--- config.mk ---
export PLATFORM = sky130hd
export DESIGN_NAME = burst_sram
export DESIGN_NICKNAME = d
export VERILOG_FILES = /design/src/rtl/bsram_pkg.sv /design/src/rtl/bsram_cycle_decode.sv /design/src/rtl/bsram_burst_addr.sv /design/src/rtl/bsram_lane_array.sv /design/src/rtl/burst_sram.sv
export SDC_FILE = /design/constraint.sdc
export NUM_CORES = 1
export LEC_CHECK = 0
export BUFFER_PORTS_ARGS = -buffer_cell sky130_fd_sc_hd__buf_2
export CAP_MARGIN = 15
export CORE_MARGIN = 4
export CORE_UTILIZATION = 63
export DETAILED_ROUTE_END_ITERATION = 10
export PLACE_DENSITY = 0.83
export SYNTH_ARGS = -nofsm -noshare
export SYNTH_HDL_FRONTEND = slang
export SYNTH_SLANG_ARGS = --single-unit
--- constraint.sdc ---
create_clock -name clk -period 3.7 [get_ports clk]
set_input_delay 0.37 -clock clk [delete_from_list [all_inputs] [get_ports clk]]
set_output_delay 0.37 -clock clk [all_outputs]
set_load 0.05 [all_outputs]
--- src/rtl/bsram_pkg.sv ---
package bsram_pkg;
   typedef enum logic [2:0] {
      CYC_IDLE,
      CYC_DESEL,
      CYC_START,
      CYC_NEXT,
      CYC_HOLD
   } cyc_kind_t;
endpackage

--- src/rtl/bsram_cycle_decode.sv ---
module bsram_cycle_decode
   import bsram_pkg::*;
#(
   parameter int LANES = 2
) (
   input  logic             chip_sel_n,
   input  logic             chip_sel2_n,
   input  logic             chip_sel2,
   input  logic             cpu_stb_n,
   input  logic             ctl_stb_n,
   input  logic             step_n,
   input  logic             sleep,
   input  logic             active,
   input  logic             all_wr_n,
   input  logic             lane_wr_en_n,
   input  logic [LANES-1:0] lane_sel_n,
   output cyc_kind_t        kind,
   output logic             wr,
   output logic             rd,
   output logic [LANES-1:0] lane_we
);
   logic             chip_on;
   logic             cpu_hit;
   logic             force_rd;
   logic             xfer;
   logic [LANES-1:0] qual_lanes;

   assign chip_on = !chip_sel_n && !chip_sel2_n && chip_sel2;
   assign cpu_hit = !chip_sel_n && !cpu_stb_n;

   for (genvar i = 0; i < LANES; i++) begin : g_qual
      assign qual_lanes[i] = !all_wr_n || (!lane_wr_en_n && !lane_sel_n[i]);
   end

   always_comb begin
      kind     = CYC_IDLE;
      force_rd = 1'b0;
      if (sleep) begin
         kind = CYC_IDLE;
      end else if (cpu_hit) begin
         kind     = chip_on ? CYC_START : CYC_DESEL;
         force_rd = 1'b1;
      end else if (!ctl_stb_n) begin
         kind = chip_on ? CYC_START : CYC_DESEL;
      end else if (active) begin
         kind = step_n ? CYC_HOLD : CYC_NEXT;
      end
   end

   assign xfer    = (kind == CYC_START) || (kind == CYC_NEXT) || (kind == CYC_HOLD);
   assign wr      = xfer && !force_rd && (|qual_lanes);
   assign rd      = xfer && !wr;
   assign lane_we = wr ? qual_lanes : '0;
endmodule

--- src/rtl/bsram_burst_addr.sv ---
module bsram_burst_addr
   import bsram_pkg::*;
#(
   parameter int ADDR_W  = 6,
   parameter int BURST_W = 2
) (
   input  logic              clk,
   input  logic              rst_n,
   input  cyc_kind_t         kind,
   input  logic [ADDR_W-1:0] ext_addr,
   output logic [ADDR_W-1:0] eff_addr,
   output logic [ADDR_W-1:0] cur_addr,
   output logic              active
);
   localparam int HI_W = ADDR_W - BURST_W;

   logic [ADDR_W-1:0]  cur_q;
   logic               act_q;
   logic [BURST_W-1:0] step_lo;
   logic [HI_W-1:0]    group_hi;

   assign step_lo  = cur_q[BURST_W-1:0] + 1'b1;
   assign group_hi = cur_q[ADDR_W-1:BURST_W];

   always_comb begin
      case (kind)
         CYC_START: eff_addr = ext_addr;
         CYC_NEXT:  eff_addr = {group_hi, step_lo};
         default:   eff_addr = cur_q;
      endcase
   end

   always_ff @(posedge clk) begin
      if (!rst_n) begin
         cur_q <= '0;
         act_q <= 1'b0;
      end else begin
         case (kind)
            CYC_START: begin
               cur_q <= eff_addr;
               act_q <= 1'b1;
            end
            CYC_DESEL: act_q <= 1'b0;
            CYC_NEXT, CYC_HOLD: cur_q <= eff_addr;
            default: ;
         endcase
      end
   end

   assign cur_addr = cur_q;
   assign active   = act_q;
endmodule

--- src/rtl/bsram_lane_array.sv ---
module bsram_lane_array #(
   parameter int ADDR_W = 6,
   parameter int LANE_W = 9,
   parameter int LANES  = 2
) (
   input  logic                    clk,
   input  logic                    rst_n,
   input  logic [LANES-1:0]        lane_we,
   input  logic [ADDR_W-1:0]       wr_addr,
   input  logic [LANES*LANE_W-1:0] wr_data,
   input  logic                    rd_req,
   input  logic [ADDR_W-1:0]       rd_addr,
   output logic [LANES*LANE_W-1:0] q,
   output logic                    q_vld
);
   localparam int DEPTH = 1 << ADDR_W;

   logic [ADDR_W-1:0] rd_addr_q;
   logic              rd_pend_q;
   logic              vld_q;

   always_ff @(posedge clk) begin
      if (!rst_n) begin
         rd_pend_q <= 1'b0;
         vld_q     <= 1'b0;
      end else begin
         rd_pend_q <= rd_req;
         vld_q     <= rd_pend_q;
      end
   end

   always_ff @(posedge clk) begin
      if (rd_req) rd_addr_q <= rd_addr;
   end

   for (genvar i = 0; i < LANES; i++) begin : g_lane
      logic [LANE_W-1:0] store [DEPTH];
      logic [LANE_W-1:0] q_r;

      always_ff @(posedge clk) begin
         if (lane_we[i]) store[wr_addr] <= wr_data[i*LANE_W +: LANE_W];
         if (rd_pend_q)  q_r <= store[rd_addr_q];
      end

      assign q[i*LANE_W +: LANE_W] = q_r;
   end

   assign q_vld = vld_q;
endmodule

--- src/rtl/burst_sram.sv ---
module burst_sram
   import bsram_pkg::*;
#(
   parameter int ADDR_W    = 6,
   parameter int LANES     = 2,
   parameter int LANE_BITS = 8,
   parameter int PARITY    = 1,
   parameter int BURST_W   = 2
) (
   input  logic                                  clk,
   input  logic                                  rst_n,
   input  logic [ADDR_W-1:0]                     addr,
   input  logic                                  chip_sel_n,
   input  logic                                  chip_sel2_n,
   input  logic                                  chip_sel2,
   input  logic                                  cpu_stb_n,
   input  logic                                  ctl_stb_n,
   input  logic                                  step_n,
   input  logic                                  all_wr_n,
   input  logic                                  lane_wr_en_n,
   input  logic [LANES-1:0]                      lane_sel_n,
   input  logic [LANES*(LANE_BITS+PARITY)-1:0]   din,
   input  logic                                  drv_en_n,
   input  logic                                  sleep,
   output logic [LANES*(LANE_BITS+PARITY)-1:0]   dout,
   output logic                                  dout_en
);
   localparam int LANE_W = LANE_BITS + PARITY;

   if (ADDR_W <= BURST_W) begin : g_bad_addr
      $error("burst_sram: ADDR_W must exceed BURST_W");
   end
   if (BURST_W < 1) begin : g_bad_burst
      $error("burst_sram: BURST_W must be at least 1");
   end
   if (LANES < 1 || LANE_BITS < 1) begin : g_bad_lane
      $error("burst_sram: LANES and LANE_BITS must be positive");
   end
   if (PARITY != 0 && PARITY != 1) begin : g_bad_par
      $error("burst_sram: PARITY must be 0 or 1");
   end

   cyc_kind_t         cyc_kind;
   logic              cyc_wr;
   logic              cyc_rd;
   logic [LANES-1:0]  lane_we;
   logic              burst_active;
   logic [ADDR_W-1:0] eff_addr;
   logic [ADDR_W-1:0] cur_addr;
   logic              q_vld;

   bsram_cycle_decode #(.LANES(LANES)) u_decode (
      .chip_sel_n   (chip_sel_n),
      .chip_sel2_n  (chip_sel2_n),
      .chip_sel2    (chip_sel2),
      .cpu_stb_n    (cpu_stb_n),
      .ctl_stb_n    (ctl_stb_n),
      .step_n       (step_n),
      .sleep        (sleep),
      .active       (burst_active),
      .all_wr_n     (all_wr_n),
      .lane_wr_en_n (lane_wr_en_n),
      .lane_sel_n   (lane_sel_n),
      .kind         (cyc_kind),
      .wr           (cyc_wr),
      .rd           (cyc_rd),
      .lane_we      (lane_we)
   );

   bsram_burst_addr #(.ADDR_W(ADDR_W), .BURST_W(BURST_W)) u_addr (
      .clk      (clk),
      .rst_n    (rst_n),
      .kind     (cyc_kind),
      .ext_addr (addr),
      .eff_addr (eff_addr),
      .cur_addr (cur_addr),
      .active   (burst_active)
   );

   bsram_lane_array #(.ADDR_W(ADDR_W), .LANE_W(LANE_W), .LANES(LANES)) u_array (
      .clk     (clk),
      .rst_n   (rst_n),
      .lane_we (lane_we),
      .wr_addr (eff_addr),
      .wr_data (din),
      .rd_req  (cyc_rd),
      .rd_addr (eff_addr),
      .q       (dout),
      .q_vld   (q_vld)
   );

   assign dout_en = q_vld && !drv_en_n && !sleep;
endmodule

==> flow_summary.json <==
{
  "post_cts_buffers": 0,
  "viasPerCell": 7.156,
  "place_inst": 3201,
  "vdd_drop_max_mv": 0.4358,
  "grt_max_degree": 101,
  "core_area_um2": 71980,
  "fillers": 3675,
  "antenna_left": 0,
  "cap_violations": 0,
  "ys.flop_type": "edfxtp_1",
  "synth_fp_nets": 2155,
  "cp.arrival_ns": 3.55,
  "finalCritPeriodShare_pct": 86.90,
  "setup_viol": 0,
  "synth_top_cell_area_share_pct": 76.74,
  "avgSynthCellArea_um2": 21.74,
  "clock_path_buffers": 3,
  "synthAdderAreaFrac_pct": 0,
  "synth_top_family_by_area": "multiplexers",
  "layout-drive-gt1-share_pct": 31.03,
  "die_h_um": 278.3,
  "cts_root_buf": "clkbuf_16",
  "slowest_delay_ns": 0.56,
  "cts.sinks": 1185,
  "synthSimpleGateAreaFrac_pct": 3.054,
  "syn_inst": 2117,
  "start_kind": "register",
  "initial_utilization_pct": 63.93,
  "ys_seq_elements": 1185,
  "slowest_stage": "edfxtp_1",
  "synthMuxAreaShare_pct": 15.87,
  "synth_area_leader_cell": "edfxtp_1",
  "layout_commonest_cell": "edfxtp_1",
  "design.die.area_um2": 77430,
  "crit_fanout": 36,
  "layout_common_cells": "edfxtp_1, mux4_2, buf_4",
  "clk_pin_slew_worst_paths_ns": 0.06,
  "grt_pass1_vias": 24926,
  "leakage_nw": 16.54,
  "whs_ns": 0.03415,
  "grt_overflow": 0,
  "total_power_mw": 26.47,
  "clock.fmax_mhz": 311.0,
  "max-slew-margin-rel_pct": 24.21,
  "post_drt_wl_per_cell_um": 34.16,
  "firstDrtPassIters": 8,
  "synth_edf_count": 1176,
  "place_congestion": 0.8661,
  "post_synth_xor_area_fraction_pct": 0,
  "netlist_area_um2": 46020,
  "std_cell_rows": 98,
  "ys_types": 61,
  "vias": 24394,
  "period_minus_slack_ns": 3.215,
  "yosysWarningCount": 0,
  "hp-class": "primary input to register",
  "status": "completed",
  "drc_errors": 0,
  "worst_pin_slew_ns": 1.137,
  "routed_wirelength_mm": 116.5,
  "rsz0062_at_grt": "false",
  "clk_latency_ns": 0.69,
  "die_w_um": 278.3,
  "ioPinCount": 57,
  "htree_levels": 3,
  "final_cells": 3409,
  "grt_pass1_wl_mm": 173.1,
  "ctsHoldBuffers": 0,
  "syn2layout_area_growth_pct": 13.50,
  "worstPathRequired_ns": 4.03,
  "criticalPathCategory": "register to register",
  "finalMaxSlewViolations": 0,
  "synthTopCellsByArea": "edfxtp_1, mux4_2, mux2i_1",
  "synth_compound_area_share_pct": 2.635,
  "hold_viol_final": 0,
  "io_buffers": 56,
  "p_per_area_nw_per_um2": 506.9,
  "layout.nets": 2401,
  "grtUsageTotal_pct": 30.59,
  "antenna_found_initial": 4,
  "dpl.hpwl_mm": 66.26,
  "utilization_pct": 72.56,
  "finalSetupTns_ns": 0,
  "cts_tree": "done",
  "skew_ns": 0.03305,
  "postCtsResizedCells": 0,
  "crit_chain": "buf_12 -> buf_12 -> mux4_2 -> nor3_1 -> nor3_1 -> o21ai_0 -> o21ai_0",
  "cts_made_buffers": 110,
  "cp-end-kind": "register",
  "drt_iter0_drc": 3805,
  "yosysSeqAreaShare_pct": 77.14,
  "ys_async_sr_fraction_pct": 0
}
where the power goes:
| part | internal [mW] | total (mW) | switching (mW) |
|---|---|---|---|
| registers | 14.8 | 14.8 | 0.00537 |
| clock network | 6.35 | 11.2 | 4.86 |
| logic | 0.108 | 0.505 | 0.397 |
| total | 21.2 | 26.5 | 5.26 |
Yosys cell counts (18+ instances only):
| cell | number |
|---|---|
| edfxtp_1 | 1176 |
| mux4_2 | 288 |
| nor3_1 | 98 |
| clkbuf_1 | 58 |
| nor2_1 | 56 |
| mux2i_1 | 49 |
| o22ai_1 | 43 |
| buf_2 | 42 |
| o21ai_0 | 31 |
| nor2b_1 | 30 |
| mux2_2 | 29 |
| buf_1 | 18 |
routing by layer:
metal	vias to the layer above	routed length [um]	share of wire (%)	GRT usage, %
li1	9461	-	-	-
met1	12554	39600	34	42.02
met2	2013	57390	49	49.19
met3	362	13540	12	5.964
met4	4	5894	5.1	13.23
met5	-	32	0.027	0
path summary, 6_finish.rpt:
check	start	endpoint	slack (ns)	cells after the start
min	rst_n	u_addr.active	0.03	2
max	u_array.rd_addr_q[0]	u_array.g_lane[1].q_r[5]	0.48	7
max reg2reg	u_array.rd_addr_q[0]	u_array.g_lane[1].q_r[5]	0.48	7
min reg2reg	u_addr.cur_addr[0]	u_addr.cur_addr[0]	0.63	1
critical path: cells and delay by family, from the launching register on:
| kind | cells | cell delay, ns |
|---|---|---|
| muxes | 1 | 0.56 |
| and+or+nand+nor | 2 | 0.38 |
| buffers and inverters | 2 | 0.46 |
| DFF | 1 | 0.56 |
| AOI/OAI and AO/OA | 2 | 0.86 |
area by class of cell:
cell class	instances	area [um2]	area share, %
Antenna cell	3	7.507	0.01437
Clock buffer	134	2907	5.565
Clock inverter	71	641.9	1.229
Inverter	6	22.52	0.04312
Multi-Input combinational cell	799	9946	19.04
Sequential cell	1185	35490	67.96
Tap cell	950	1189	2.276
Timing Repair Buffer	261	2019	3.867
flip-flops by register name (all words and copies together), names as in the netlist:
name / count
u_addr.active: 1
u_array.rd_pend_q: 1
u_addr.cur_addr: 6
u_array.rd_addr_q: 6
u_array.g_lane.store: 1152
u_array.g_lane.q_r: 18
u_array.q_vld: 1
kinds of logic after synthesis:
family | count (synthesis)
compound gates | 169
buf+inv | 133
flops | 1185
mux | 366
simple gates | 264
metrics by stage:
stage	setup slack, ns	cell area (um2)
2_1_floorplan	0.6403	46020
3_3_place_gp	0.4762	48670
3_5_place_dp	0.4352	48670
4_1_cts	0.5371	52220
5_1_grt	0.3780	52220
6_report	0.4848	52230
No activity file was read; power rests on OpenSTA's default activity.
